## src/rtl/lsr_pkg.sv

```systemverilog
// Package: shared types of the lockstep recovery controller.
// Assumes: nothing beyond IEEE 1800-2017.
package lsr_pkg;

    typedef enum logic [2:0] {
        ST_IDLE,
        ST_RESET,
        ST_PURGE,
        ST_RESTORE,
        ST_RETRY,
        ST_HALT
    } rec_state_e;

endpackage

```

## src/rtl/lsr_compare.sv

```systemverilog
// lsr_compare: registers the comparison of the two copies into the final stage.
// Assumes: 'accept' is high only while the sequencer is idle; results arriving
// while a mismatch sits in the final stage are dropped, so nothing behind a
// failing instruction can retire.
module lsr_compare #(
    parameter int PC_W   = 16,
    parameter int DATA_W = 32,
    parameter int IDX_W  = 3
) (
    input  logic              clk,
    input  logic              rst_n,
    input  logic              accept,
    input  logic              cmp_valid,
    input  logic [PC_W-1:0]   a_pc,
    input  logic [IDX_W-1:0]  a_wreg,
    input  logic [DATA_W-1:0] a_wdata,
    input  logic [PC_W-1:0]   b_pc,
    input  logic [IDX_W-1:0]  b_wreg,
    input  logic [DATA_W-1:0] b_wdata,
    output logic              fin_commit,
    output logic              fin_mis,
    output logic [PC_W-1:0]   fin_pc,
    output logic [IDX_W-1:0]  fin_wreg,
    output logic [DATA_W-1:0] fin_wdata
);

    logic same;
    logic take;

    // Purpose: decide agreement and whether this result may enter the final stage.
    always_comb begin
        same = (a_pc == b_pc) && (a_wreg == b_wreg) && (a_wdata == b_wdata);
        take = cmp_valid && accept && !fin_mis;
    end

    // Purpose: final-stage register holding the verdict and the copy-A result.
    always_ff @(posedge clk) begin
        if (!rst_n) begin
            fin_commit <= 1'b0;
            fin_mis    <= 1'b0;
            fin_pc     <= '0;
            fin_wreg   <= '0;
            fin_wdata  <= '0;
        end else begin
            fin_commit <= take && same;
            fin_mis    <= take && !same;
            fin_pc     <= a_pc;
            fin_wreg   <= a_wreg;
            fin_wdata  <= a_wdata;
        end
    end


    verdict_excl_chk: assert property (@(posedge clk) disable iff (!rst_n)
        !(fin_commit && fin_mis));


    no_back_to_back_mis_chk: assert property (@(posedge clk) disable iff (!rst_n)
        fin_mis |=> !fin_mis && !fin_commit);

endmodule

```

## src/rtl/lsr_ckpt_store.sv

```systemverilog
// lsr_ckpt_store: protected checkpoint of the register file and instruction address.
// Assumes: written only by final-stage commits; never cleared by the pipeline reset.
module lsr_ckpt_store #(
    parameter int PC_W   = 16,
    parameter int DATA_W = 32,
    parameter int NREGS  = 8,
    parameter int IDX_W  = 3
) (
    input  logic              clk,
    input  logic              rst_n,
    input  logic              wr_en,
    input  logic [PC_W-1:0]   wr_pc,
    input  logic [IDX_W-1:0]  wr_idx,
    input  logic [DATA_W-1:0] wr_data,
    input  logic [IDX_W-1:0]  rd_idx,
    output logic [DATA_W-1:0] rd_data,
    output logic [PC_W-1:0]   ckpt_pc
);

    logic [DATA_W-1:0] regs [NREGS];

    // Purpose: one register per architectural entry, each with its own write decode.
    for (genvar g = 0; g < NREGS; g++) begin : g_reg
        always_ff @(posedge clk) begin
            if (!rst_n)
                regs[g] <= '0;
            else if (wr_en && (wr_idx == IDX_W'(g)))
                regs[g] <= wr_data;
        end
    end

    // Purpose: checkpointed address of the last retired instruction.
    always_ff @(posedge clk) begin
        if (!rst_n)
            ckpt_pc <= '0;
        else if (wr_en)
            ckpt_pc <= wr_pc;
    end

    // Purpose: asynchronous read port for the restore bus.
    always_comb rd_data = regs[rd_idx];


    pc_hold_chk: assert property (@(posedge clk) disable iff (!rst_n)
        !wr_en |=> $stable(ckpt_pc));

endmodule

```

## src/rtl/lsr_err_track.sv

```systemverilog
// lsr_err_track: consecutive-failure and decaying error accounting.
// Assumes: 'mis' pulses once per accepted mismatch and 'commit' once per retired
// result; the two never coincide.
module lsr_err_track #(
    parameter int CNT_W = 8
) (
    input  logic             clk,
    input  logic             rst_n,
    input  logic             mis,
    input  logic             commit,
    input  logic [CNT_W-1:0] cfg_fail_limit,
    input  logic [CNT_W-1:0] cfg_retry_window,
    input  logic [CNT_W-1:0] cfg_decay_period,
    input  logic [CNT_W-1:0] cfg_intermit_thresh,
    output logic             escalate,
    output logic             intermittent_flag
);

    localparam logic [CNT_W-1:0] CNT_MAX = '1;

    logic             seen;
    logic [CNT_W-1:0] since;
    logic [CNT_W-1:0] consec;
    logic [CNT_W-1:0] consec_nxt;
    logic [CNT_W-1:0] err_cnt;
    logic [CNT_W-1:0] ok_cnt;
    logic [CNT_W-1:0] ok_inc;

    // Purpose: consecutive count this mismatch would produce and its escalation.
    always_comb begin
        if (seen && (since < cfg_retry_window))
            consec_nxt = (consec == CNT_MAX) ? consec : consec + 1'b1;
        else
            consec_nxt = CNT_W'(1);
        escalate = (consec_nxt >= cfg_fail_limit);
        ok_inc   = ok_cnt + 1'b1;
    end

    // Purpose: cycles since the last accepted mismatch, saturating.
    always_ff @(posedge clk) begin
        if (!rst_n) begin
            seen  <= 1'b0;
            since <= '0;
        end else if (mis) begin
            seen  <= 1'b1;
            since <= '0;
        end else if (since != CNT_MAX) begin
            since <= since + 1'b1;
        end
    end

    // Purpose: consecutive-failure count, updated on each accepted mismatch.
    always_ff @(posedge clk) begin
        if (!rst_n)
            consec <= '0;
        else if (mis)
            consec <= consec_nxt;
    end

    // Purpose: decaying error count and the error-free commit tally.
    always_ff @(posedge clk) begin
        if (!rst_n) begin
            err_cnt <= '0;
            ok_cnt  <= '0;
        end else if (mis) begin
            ok_cnt  <= '0;
            if (err_cnt != CNT_MAX)
                err_cnt <= err_cnt + 1'b1;
        end else if (commit && (cfg_decay_period != '0)) begin
            if (ok_inc >= cfg_decay_period) begin
                ok_cnt <= '0;
                if (err_cnt != '0)
                    err_cnt <= err_cnt - 1'b1;
            end else begin
                ok_cnt <= ok_inc;
            end
        end
    end

    // Purpose: threshold comparison for the intermittent-fault indication.
    always_comb intermittent_flag = (err_cnt >= cfg_intermit_thresh) && (cfg_intermit_thresh != '0);


    err_step_chk: assert property (@(posedge clk) disable iff (!rst_n)
        !mis && !commit |=> $stable(err_cnt));


    err_rise_chk: assert property (@(posedge clk) disable iff (!rst_n)
        mis && (err_cnt != CNT_MAX) |=> err_cnt == $past(err_cnt) + 1'b1);


    consec_hold_chk: assert property (@(posedge clk) disable iff (!rst_n)
        !mis |=> $stable(consec));

endmodule

```

## src/rtl/lsr_sequencer.sv

```systemverilog
// lsr_sequencer: recovery state machine (reset, purge, restore, retry, halt).
// Assumes: 'mis' is only raised while idle; 'escalate' is valid with 'mis'.
module lsr_sequencer #(
    parameter int NREGS = 8,
    parameter int IDX_W = 3
) (
    input  logic                  clk,
    input  logic                  rst_n,
    input  logic                  mis,
    input  logic                  escalate,
    input  logic                  purge_done,
    output lsr_pkg::rec_state_e   state,
    output logic [IDX_W-1:0]      restore_idx,
    output logic                  pipe_rst,
    output logic                  purge_req,
    output logic                  restore_valid,
    output logic                  retry_pulse,
    output logic                  spare_req
);
    import lsr_pkg::*;

    localparam logic [IDX_W-1:0] LAST_IDX = IDX_W'(NREGS - 1);

    // Purpose: state transitions and restore index stepping.
    always_ff @(posedge clk) begin
        if (!rst_n) begin
            state       <= ST_IDLE;
            restore_idx <= '0;
        end else begin
            case (state)
                ST_IDLE:    if (mis) state <= escalate ? ST_HALT : ST_RESET;
                ST_RESET:   state <= ST_PURGE;
                ST_PURGE:   if (purge_done) begin
                                state       <= ST_RESTORE;
                                restore_idx <= '0;
                            end
                ST_RESTORE: if (restore_idx == LAST_IDX) state <= ST_RETRY;
                            else restore_idx <= restore_idx + 1'b1;
                ST_RETRY:   state <= ST_IDLE;
                ST_HALT:    state <= ST_HALT;
                default:    state <= ST_IDLE;
            endcase
        end
    end

    // Purpose: decode handshake outputs from the current state.
    always_comb begin
        pipe_rst      = (state == ST_RESET) || (state == ST_HALT);
        purge_req     = (state == ST_PURGE);
        restore_valid = (state == ST_RESTORE);
        retry_pulse   = (state == ST_RETRY);
        spare_req     = (state == ST_HALT);
    end


    purge_hold_chk: assert property (@(posedge clk) disable iff (!rst_n)
        purge_req && !purge_done |=> purge_req);


    restore_step_chk: assert property (@(posedge clk) disable iff (!rst_n)
        restore_valid && (restore_idx != LAST_IDX) |=> restore_valid && (restore_idx == $past(restore_idx) + 1'b1));


    retry_after_restore_chk: assert property (@(posedge clk) disable iff (!rst_n)
        restore_valid && (restore_idx == LAST_IDX) |=> retry_pulse);


    spare_sticky_chk: assert property (@(posedge clk) disable iff (!rst_n)
        spare_req |=> spare_req && pipe_rst);


    reset_one_cycle_chk: assert property (@(posedge clk) disable iff (!rst_n)
        $rose(pipe_rst) && !spare_req |=> !pipe_rst && purge_req);


    phases_excl_chk: assert property (@(posedge clk) disable iff (!rst_n)
        $onehot0({pipe_rst, purge_req, restore_valid, retry_pulse}));

endmodule

```

## src/rtl/lockstep_recovery_ctrl.sv

```systemverilog
// lockstep_recovery_ctrl: compares two mirrored pipelines before commit,
// checkpoints agreed results and sequences recovery on disagreement.
// Assumes: both copies present results in the same cycle; the purge handshake
// and spare activation are serviced outside.
module lockstep_recovery_ctrl #(
    parameter int PC_W   = 16,
    parameter int DATA_W = 32,
    parameter int NREGS  = 8,
    parameter int CNT_W  = 8,
    localparam int IDX_W = (NREGS > 1) ? $clog2(NREGS) : 1
) (
    input  logic              clk,
    input  logic              rst_n,
    input  logic [CNT_W-1:0]  cfg_fail_limit,
    input  logic [CNT_W-1:0]  cfg_retry_window,
    input  logic [CNT_W-1:0]  cfg_decay_period,
    input  logic [CNT_W-1:0]  cfg_intermit_thresh,
    input  logic              cmp_valid,
    input  logic [PC_W-1:0]   a_pc,
    input  logic [IDX_W-1:0]  a_wreg,
    input  logic [DATA_W-1:0] a_wdata,
    input  logic [PC_W-1:0]   b_pc,
    input  logic [IDX_W-1:0]  b_wreg,
    input  logic [DATA_W-1:0] b_wdata,
    input  logic              purge_done,
    output logic              commit_en,
    output logic              pipe_rst,
    output logic              purge_req,
    output logic              restore_valid,
    output logic [IDX_W-1:0]  restore_idx,
    output logic [DATA_W-1:0] restore_data,
    output logic [PC_W-1:0]   restore_pc,
    output logic              retry_pulse,
    output logic              spare_req,
    output logic              intermittent_flag
);
    import lsr_pkg::*;

    rec_state_e        state;
    logic              accept;
    logic              fin_commit;
    logic              fin_mis;
    logic [PC_W-1:0]   fin_pc;
    logic [IDX_W-1:0]  fin_wreg;
    logic [DATA_W-1:0] fin_wdata;
    logic              escalate;

    // Purpose: compare stage only admits results while no recovery runs.
    always_comb accept = (state == ST_IDLE);

    lsr_compare #(.PC_W(PC_W), .DATA_W(DATA_W), .IDX_W(IDX_W)) u_cmp (
        .clk(clk), .rst_n(rst_n), .accept(accept), .cmp_valid(cmp_valid),
        .a_pc(a_pc), .a_wreg(a_wreg), .a_wdata(a_wdata),
        .b_pc(b_pc), .b_wreg(b_wreg), .b_wdata(b_wdata),
        .fin_commit(fin_commit), .fin_mis(fin_mis),
        .fin_pc(fin_pc), .fin_wreg(fin_wreg), .fin_wdata(fin_wdata)
    );

    lsr_ckpt_store #(.PC_W(PC_W), .DATA_W(DATA_W), .NREGS(NREGS), .IDX_W(IDX_W)) u_ckpt (
        .clk(clk), .rst_n(rst_n), .wr_en(fin_commit), .wr_pc(fin_pc),
        .wr_idx(fin_wreg), .wr_data(fin_wdata), .rd_idx(restore_idx),
        .rd_data(restore_data), .ckpt_pc(restore_pc)
    );

    lsr_err_track #(.CNT_W(CNT_W)) u_err (
        .clk(clk), .rst_n(rst_n), .mis(fin_mis), .commit(fin_commit),
        .cfg_fail_limit(cfg_fail_limit), .cfg_retry_window(cfg_retry_window),
        .cfg_decay_period(cfg_decay_period), .cfg_intermit_thresh(cfg_intermit_thresh),
        .escalate(escalate), .intermittent_flag(intermittent_flag)
    );

    lsr_sequencer #(.NREGS(NREGS), .IDX_W(IDX_W)) u_seq (
        .clk(clk), .rst_n(rst_n), .mis(fin_mis), .escalate(escalate),
        .purge_done(purge_done), .state(state), .restore_idx(restore_idx),
        .pipe_rst(pipe_rst), .purge_req(purge_req), .restore_valid(restore_valid),
        .retry_pulse(retry_pulse), .spare_req(spare_req)
    );

    // Purpose: final-stage retire strobe to the pipelines.
    always_comb commit_en = fin_commit;


    no_commit_in_recovery_chk: assert property (@(posedge clk) disable iff (!rst_n)
        commit_en |-> !pipe_rst && !purge_req && !restore_valid && !retry_pulse);


    mis_then_reset_chk: assert property (@(posedge clk) disable iff (!rst_n)
        fin_mis |=> pipe_rst && !commit_en);


    halt_no_commit_chk: assert property (@(posedge clk) disable iff (!rst_n)
        spare_req |-> !commit_en && !restore_valid && !retry_pulse);

endmodule

```

## config.mk

```make
export PLATFORM = sky130hd
export DESIGN_NAME = lockstep_recovery_ctrl
export DESIGN_NICKNAME = d
export VERILOG_FILES = /design/src/rtl/lsr_pkg.sv /design/src/rtl/lsr_compare.sv /design/src/rtl/lsr_ckpt_store.sv /design/src/rtl/lsr_err_track.sv /design/src/rtl/lsr_sequencer.sv /design/src/rtl/lockstep_recovery_ctrl.sv
export SDC_FILE = /design/constraint.sdc
export NUM_CORES = 1
export LEC_CHECK = 0
export BUFFER_PORTS_ARGS = -buffer_cell sky130_fd_sc_hd__buf_2
export CORE_MARGIN = 2
export CORE_UTILIZATION = 53
export CTS_CLUSTER_DIAMETER = 120
export DETAILED_ROUTE_END_ITERATION = 7
export GPL_ROUTABILITY_DRIVEN = 0
export PLACE_DENSITY_LB_ADDON = 0.2
export RECOVER_POWER = 25
export SLEW_MARGIN = 5
export SYNTH_ARGS = -nofsm -noshare
export SYNTH_HDL_FRONTEND = slang
export SYNTH_SLANG_ARGS = --single-unit
```

## constraint.sdc

```tcl
create_clock -name clk -period 3.7 [get_ports clk]
set_input_delay 0.37 -clock clk [delete_from_list [all_inputs] [get_ports clk]]
set_output_delay 0.37 -clock clk [all_outputs]
set_load 0.01 [all_outputs]
```

==> reports/results.tsv, run 1 <==
metric	value	unit
Sum Neg Setup Slack	0	ns
antenna viol nets, final	0	
largest net degree at the start of global routing	39	
post-cts gate resize count	0	
CTS Buffer Depth	3	
synth-to-layout area growth	17.6	%
Critical Path End Type	flop	
share of layout cells above drive strength 1	24.8	%
Root Buffer	clkbuf_16	
CTS buffer count	39	
Die Ht	183	um
crit-path max cell delay	0.39	ns
top cell family by delay on the critical path	compound AO/OA/AOI/OAI gates	
Synth async-reset ratio	0	%
CP Data Required Time	4.11	ns
origin of the critical flop-to-flop path	u_err.since[1]	
number of synthesized flops with an enable pin	256	
mux contribution to synthesized area	12.1	%
DIE AREA	33600	um2
crit share post-route	81.2	%
post-synthesis cell area	17000	um2
Leak	7.82	nW
VDD IR max	0.260	mV
Design Power	9.85	mW
maxcap violations	0	
start point of the critical path	u_err.since[1]	
# rows	65	
latest clock arrival within the worst-skew pair	0.54	ns
Max Clk Rate	333	MHz
via count	10800	
initial antenna violation count	2	
Slowest cell on crit path	dfxtp_1	
cell taking the most area after synthesis	edfxtp_1	
ys flop type	edfxtp_1	
Synth area leaders	edfxtp_1 (45%), dfxtp_1 (13%), and2_1 (12%)	
CP Launch Type	flop	
number of post-CTS setup repair buffers	0	
RSZ-0062 raised after global routing	false	
Hold Path Class	in2reg	
Post-Synth XOR/XNOR Area	3.65	%
CP Max Fanout	8	
total grt overflow	0	
Worst-path clk slew	0.06	ns
Syn. warnings	0	
Util after Layout	63.5	%
max_slew headroom	3.13	%
Crit Path Class	reg2reg	
post-synth top area share	45.2	%
Post-Syn Nets	1469	
commonest non-fill, non-tap cell in the layout	and2_1	
first-pass GRT wire length	63000	um
CP Buf/Inv Count	0	
post-synthesis simple-gate area fraction	17.2	%
complex-gate fraction of the synthesized area	3.49	%
diodes inserted	0	
I/O Buffers	195	
largest family of logic cells by synthesized area	simple AND/OR/NAND/NOR gates	
Chip Width	183	um
WL final	41300	um
I/O Pins	196	
Slew Limit Fails	0	
initial drt markers	753	
minimum clock period	3.00	ns
TritonCTS clock tree	yes	
adder-cell share of the synthesized area	3.20	%
most frequent cells in the layout	and2_1 (261), edfxtp_1 (256), buf_2 (174), dfxtp_1 (108), mux4_2 (64)	
initial core utilization	53.9	%
post-synthesis sequential area ratio	58.2	%
vias in the first global route	11100	
Hold Startpoint	a_pc[6]	
final hold viol count	0	
final-report setup violation count	0	
vias per std cell	5.63	
pwr dens	492	nW/um2
GRT Overall Usage	25.0	%
Worst Skew	0.0289	ns
worst path cell trace	ha_1, a21o_1, a21o_1, a21oi_1, o21ai_1, nor2_1, ha_1, nand2b_1, a21o_1, a21o_1, a21oi_1, o211ai_1, and4b_1	
pin slew with the least headroom to its limit	1.45	ns
DR WL/cell	21.5	um
status	completed	
Distinct cells, synth	49	
flop and latch count out of synthesis	367	
Post-Synthesis Cells	1288	
core area	31600	um2
fin nets	1673	
CTS hold repair buffers	0	
Synth Area per Inst	13.2	um2
# H-tree levels	2	
CP most frequent cell	a21o_1	
clk sinks	367	
Initial DRT Pass Iterations	5	
dpl hpwl	25900	um
drt drc	0	
Filler Cell Count	2408	
CP Data Arrival Time	3.41	ns
worst paths after layout:
check                     to  slack, ns  cells after the start
max           u_seq.state[2]       0.70                     13
min          u_cmp.fin_pc[6]       0.06                      2
max reg2reg   u_seq.state[2]       0.70                     13
min reg2reg       u_err.seen       0.46                      1
area by class of cell:
cell class	count	area (um2)	area share, %
sequential	367	9920	49.5
multi-input combinational	825	6860	34.2
timing repair buffer	224	1170	5.85
clock buffer	49	1060	5.32
tap	402	503	2.51
clock inverter	23	385	1.92
inverter	35	131	0.656
through the flow:
stage	instance area [um2]	instances	hold slack, ns	worst slack [ns]
floorplan	17000	1288	0.429	-0.195
global placement	18600	1853	0.439	0.686
global route	20000	1925	0.0631	0.444
finish	20000	1925	0.0598	0.697
CTS	20100	1925	0.0516	0.679
detailed placement	18600	1853	0.448	0.577
power by group:
group | leakage, nW | total [mW] | switching [mW] | internal, mW
sequential | 3.56 | 4.65 | 0.117 | 4.53
combinational | 3.56 | 0.842 | 0.456 | 0.387
clock | 0.695 | 4.35 | 1.60 | 2.75
flip-flops by register name (all words and copies together) (netlist names), named ones only:
signal             flops
u_ckpt.regs          256
u_cmp.fin_wdata       32
u_ckpt.ckpt_pc        16
u_cmp.fin_pc          16
u_err.consec           8
u_err.err_cnt          8
u_err.ok_cnt           8
u_err.since            8
u_cmp.fin_wreg         3
u_seq.restore_idx      3
u_seq.state            3
u_cmp.fin_commit       1
u_cmp.fin_mis          1
u_err.seen             1
cell families (layout without fill, tap and decap cells):
logic type / after synthesis / count (layout)
buffers and inverters: 96 / 331
and+or+nand+nor: 492 / 492
xor gates and xnor gates: 71 / 71
AOI/OAI and AO/OA: 98 / 98
muxes: 121 / 121
DFF: 367 / 367
adders and majority gates: 43 / 43
cells in the mapped netlist, types with 7 or more instances:
cell type	count
nand3_1	18
mux2_2	32
nor2_1	39
a21o_1	13
nand2_1	22
inv_1	35
xor2_1	34
mux2i_1	25
buf_2	10
nor2b_1	26
dfxtp_1	111
edfxtp_1	256
nand4_1	18
and2_1	313
and3_1	7
ha_1	42
clkbuf_1	50
xnor2_1	37
mux4_2	64
nor3_1	12
a21oi_1	33
nor4_1	12
nand2b_1	8
o21ai_0	30
metal layers:
metal / vias up / GRT usage (%) / part of all wire [%]
met2: 411 / 41.4 / 48
met1: 5339 / 34.5 / 43
met3: 44 / 5.00 / 7.8
met5: - / 0 / 0.017
li1: 5037 / - / -
met4: 2 / 5.54 / 1.5
Power figures use the tool's default switching activity.
==> run 2: changes to the inputs <==
Settings changed: CORE_UTILIZATION 53 to 59.
Clock period 3.7 ns to 3.05 ns, I/O delays scaled along.
==> reports/results.tsv, run 2 (synthesis results as in run 1) <==
metric	value	unit	change
Slew Limit Fails	0		unchanged
initial antenna violation count	0		-2
diodes inserted	0		unchanged
fin nets	1697		+1.4%
Critical Path End Type	flop		
CP Launch Type	flop		
WL final	40800	um	-1.2%
biggest regs	u_ckpt.regs x256, u_cmp.fin_wdata x32		
hold depth	2		unchanged
status	completed		
Design Power	11.2	mW	+14%
Hold Path Class	in2reg		
Sum Neg Setup Slack	0	ns	unchanged
DR WL/cell	21.2	um	-1.5%
minimum clock period	2.84	ns	-0.167 ns
CTS Buffer Depth	3		unchanged
pin slew with the least headroom to its limit	1.36	ns	-0.0895 ns
via count	11000		+1.4%
R2R depth	13		unchanged
VDD IR max	0.381	mV	+47%
Root Buffer	clkbuf_16		
Initial DRT Pass Iterations	7		+2
CP Data Arrival Time	3.25	ns	-0.16 ns
# rows	62		-4.6%
commonest non-fill, non-tap cell in the layout	and2_1		
total grt overflow	0		unchanged
I/O Pins	196		unchanged
latest clock arrival within the worst-skew pair	0.54	ns	about the same
drt drc	0		unchanged
Largest Register	u_ckpt.regs		
Max Clk Rate	353	MHz	+5.9%
RSZ-0062 raised after global routing	true		
max_slew headroom	9.10	%	+6.0 points
antenna viol nets, final	0		unchanged
GRT Overall Usage	27.6	%	+2.6 points
initial drt markers	887		+18%
Hold Startpoint	a_wdata[10]		
flop-to-flop setup slack	0.21	ns	-0.48 ns
synth-to-layout area growth	17.5	%	
largest net degree at the start of global routing	65		+67%
vias per std cell	5.69		+1.1%
initial core utilization	59.6	%	+5.7 points
number of flip-flops in the largest register	256		unchanged
Hold Path Sink	u_cmp.fin_wdata[10]		
maxcap violations	0		unchanged
CP Max Fanout	8		unchanged
final hold viol count	0		unchanged
core area	28500	um2	-9.5%
dpl hpwl	26300	um	+1.5%
CP Data Required Time	3.46	ns	-0.65 ns
Worst-path clk slew	0.06	ns	about the same
first-pass GRT wire length	63700	um	+0.99%
Chip Width	174	um	-5.1%
# H-tree levels	2		unchanged
pwr dens	559	nW/um2	+14%
reg2reg end	u_seq.state[2]		
Worst Skew	0.0296	ns	+0.000674 ns
share of layout cells above drive strength 1	25.3	%	+0.52 points
number of post-CTS setup repair buffers	0		unchanged
clk sinks	367		unchanged
DIE AREA	30200	um2	-10%
crit share post-route	93.0	%	+12 points
origin of the critical flop-to-flop path	u_err.consec[0]		
Leak	7.85	nW	+0.44%
TritonCTS clock tree	yes		
Crit Path Class	reg2reg		
Filler Cell Count	2025		-16%
vias in the first global route	11300		+1.8%
CTS buffer count	39		unchanged
Die Ht	174	um	-5.1%
most frequent cells in the layout	and2_1 (270), edfxtp_1 (256), buf_2 (175), dfxtp_1 (105), mux4_2 (64)		
final-report setup violation count	0		unchanged
I/O Buffers	195		unchanged
run 2: changes by cell type in the layout (fill, tap and decap cells not counted), moves of 5 or more:
cell	before	now
bufinv_16	10	0
buf_4	21	27
clkbuf_1	32	37
and2_1	261	270
and2_0	52	43
dlygate4sd3_1	0	10
run 2: worst max-delay path, cell delays in order, from the launching register on:
cell and delay, ns:
dfxtp_2 0.37, ha_2 0.21, and3_1 0.18, and3_2 0.24, nand3_2 0.18, xor2_1 0.19, nor2_1 0.16, ha_1 0.25
nand2b_1 0.14, a21o_1 0.17, a21o_1 0.16, a21oi_1 0.17, o211ai_1 0.11, and4b_1 0.21
run 2: timing repair:
action / CTS / global route
resized for setup: 0 / 7
endpoints found under the hold margin: 10 / 0
hold buffers: 10 / 0
setup endpoints to repair: 0 / 6
run 2: worst max-delay path by stage:
stage	from	endpoint	cells after the start
floorplan	u_cmp.fin_commit	u_ckpt.regs[7][0]	4
global placement	cfg_retry_window[1]	u_seq.state[2]	15
detailed placement	cfg_retry_window[1]	u_seq.state[2]	15
CTS	u_err.consec[0]	u_seq.state[2]	13
global route	u_err.consec[0]	u_seq.state[2]	13
finish	u_err.consec[0]	u_seq.state[2]	13
run 2: cell type report:
type / count / area [um2] / area share, %
sequential: 367 / 9920 / 49.6
multi-input combinational: 826 / 6840 / 34.2
timing repair buffer: 247 / 1410 / 7.06
clock buffer: 59 / 1140 / 5.71
tap: 384 / 480 / 2.40
inverter: 35 / 131 / 0.657
clock inverter: 13 / 81.3 / 0.407
run 2: report_power, final:
part | switching, mW | internal [mW]
Combinational | 0.555 | 0.488
Sequential | 0.135 | 5.50
Clock | 1.91 | 2.60
Total | 2.60 | 8.58
run 2: per-layer routing:
layer,vias up,part of all wire [%],track usage (%)
li1,5083,-,-
met1,5412,42,38.4
met2,417,49,46.1
met3,70,6.9,4.41
met4,0,1.9,6.58
met5,-,0,0
run 2: through the flow:
stage | setup WS [ns] | instances | cell area [um2] | hold WS, ns | util, %
2_1_floorplan | -0.845 | 1288 | 17000 | 0.429 | -
3_3_place_gp | 0.220 | 1848 | 18800 | 0.443 | 65.7
3_5_place_dp | 0.145 | 1848 | 18800 | 0.456 | 65.7
4_1_cts | 0.133 | 1930 | 20100 | 0.000390 | 70.3
5_1_grt | -0.00450 | 1931 | 20000 | 0.0158 | 70.1
6_report | 0.213 | 1931 | 20000 | 0.0166 | 70.1
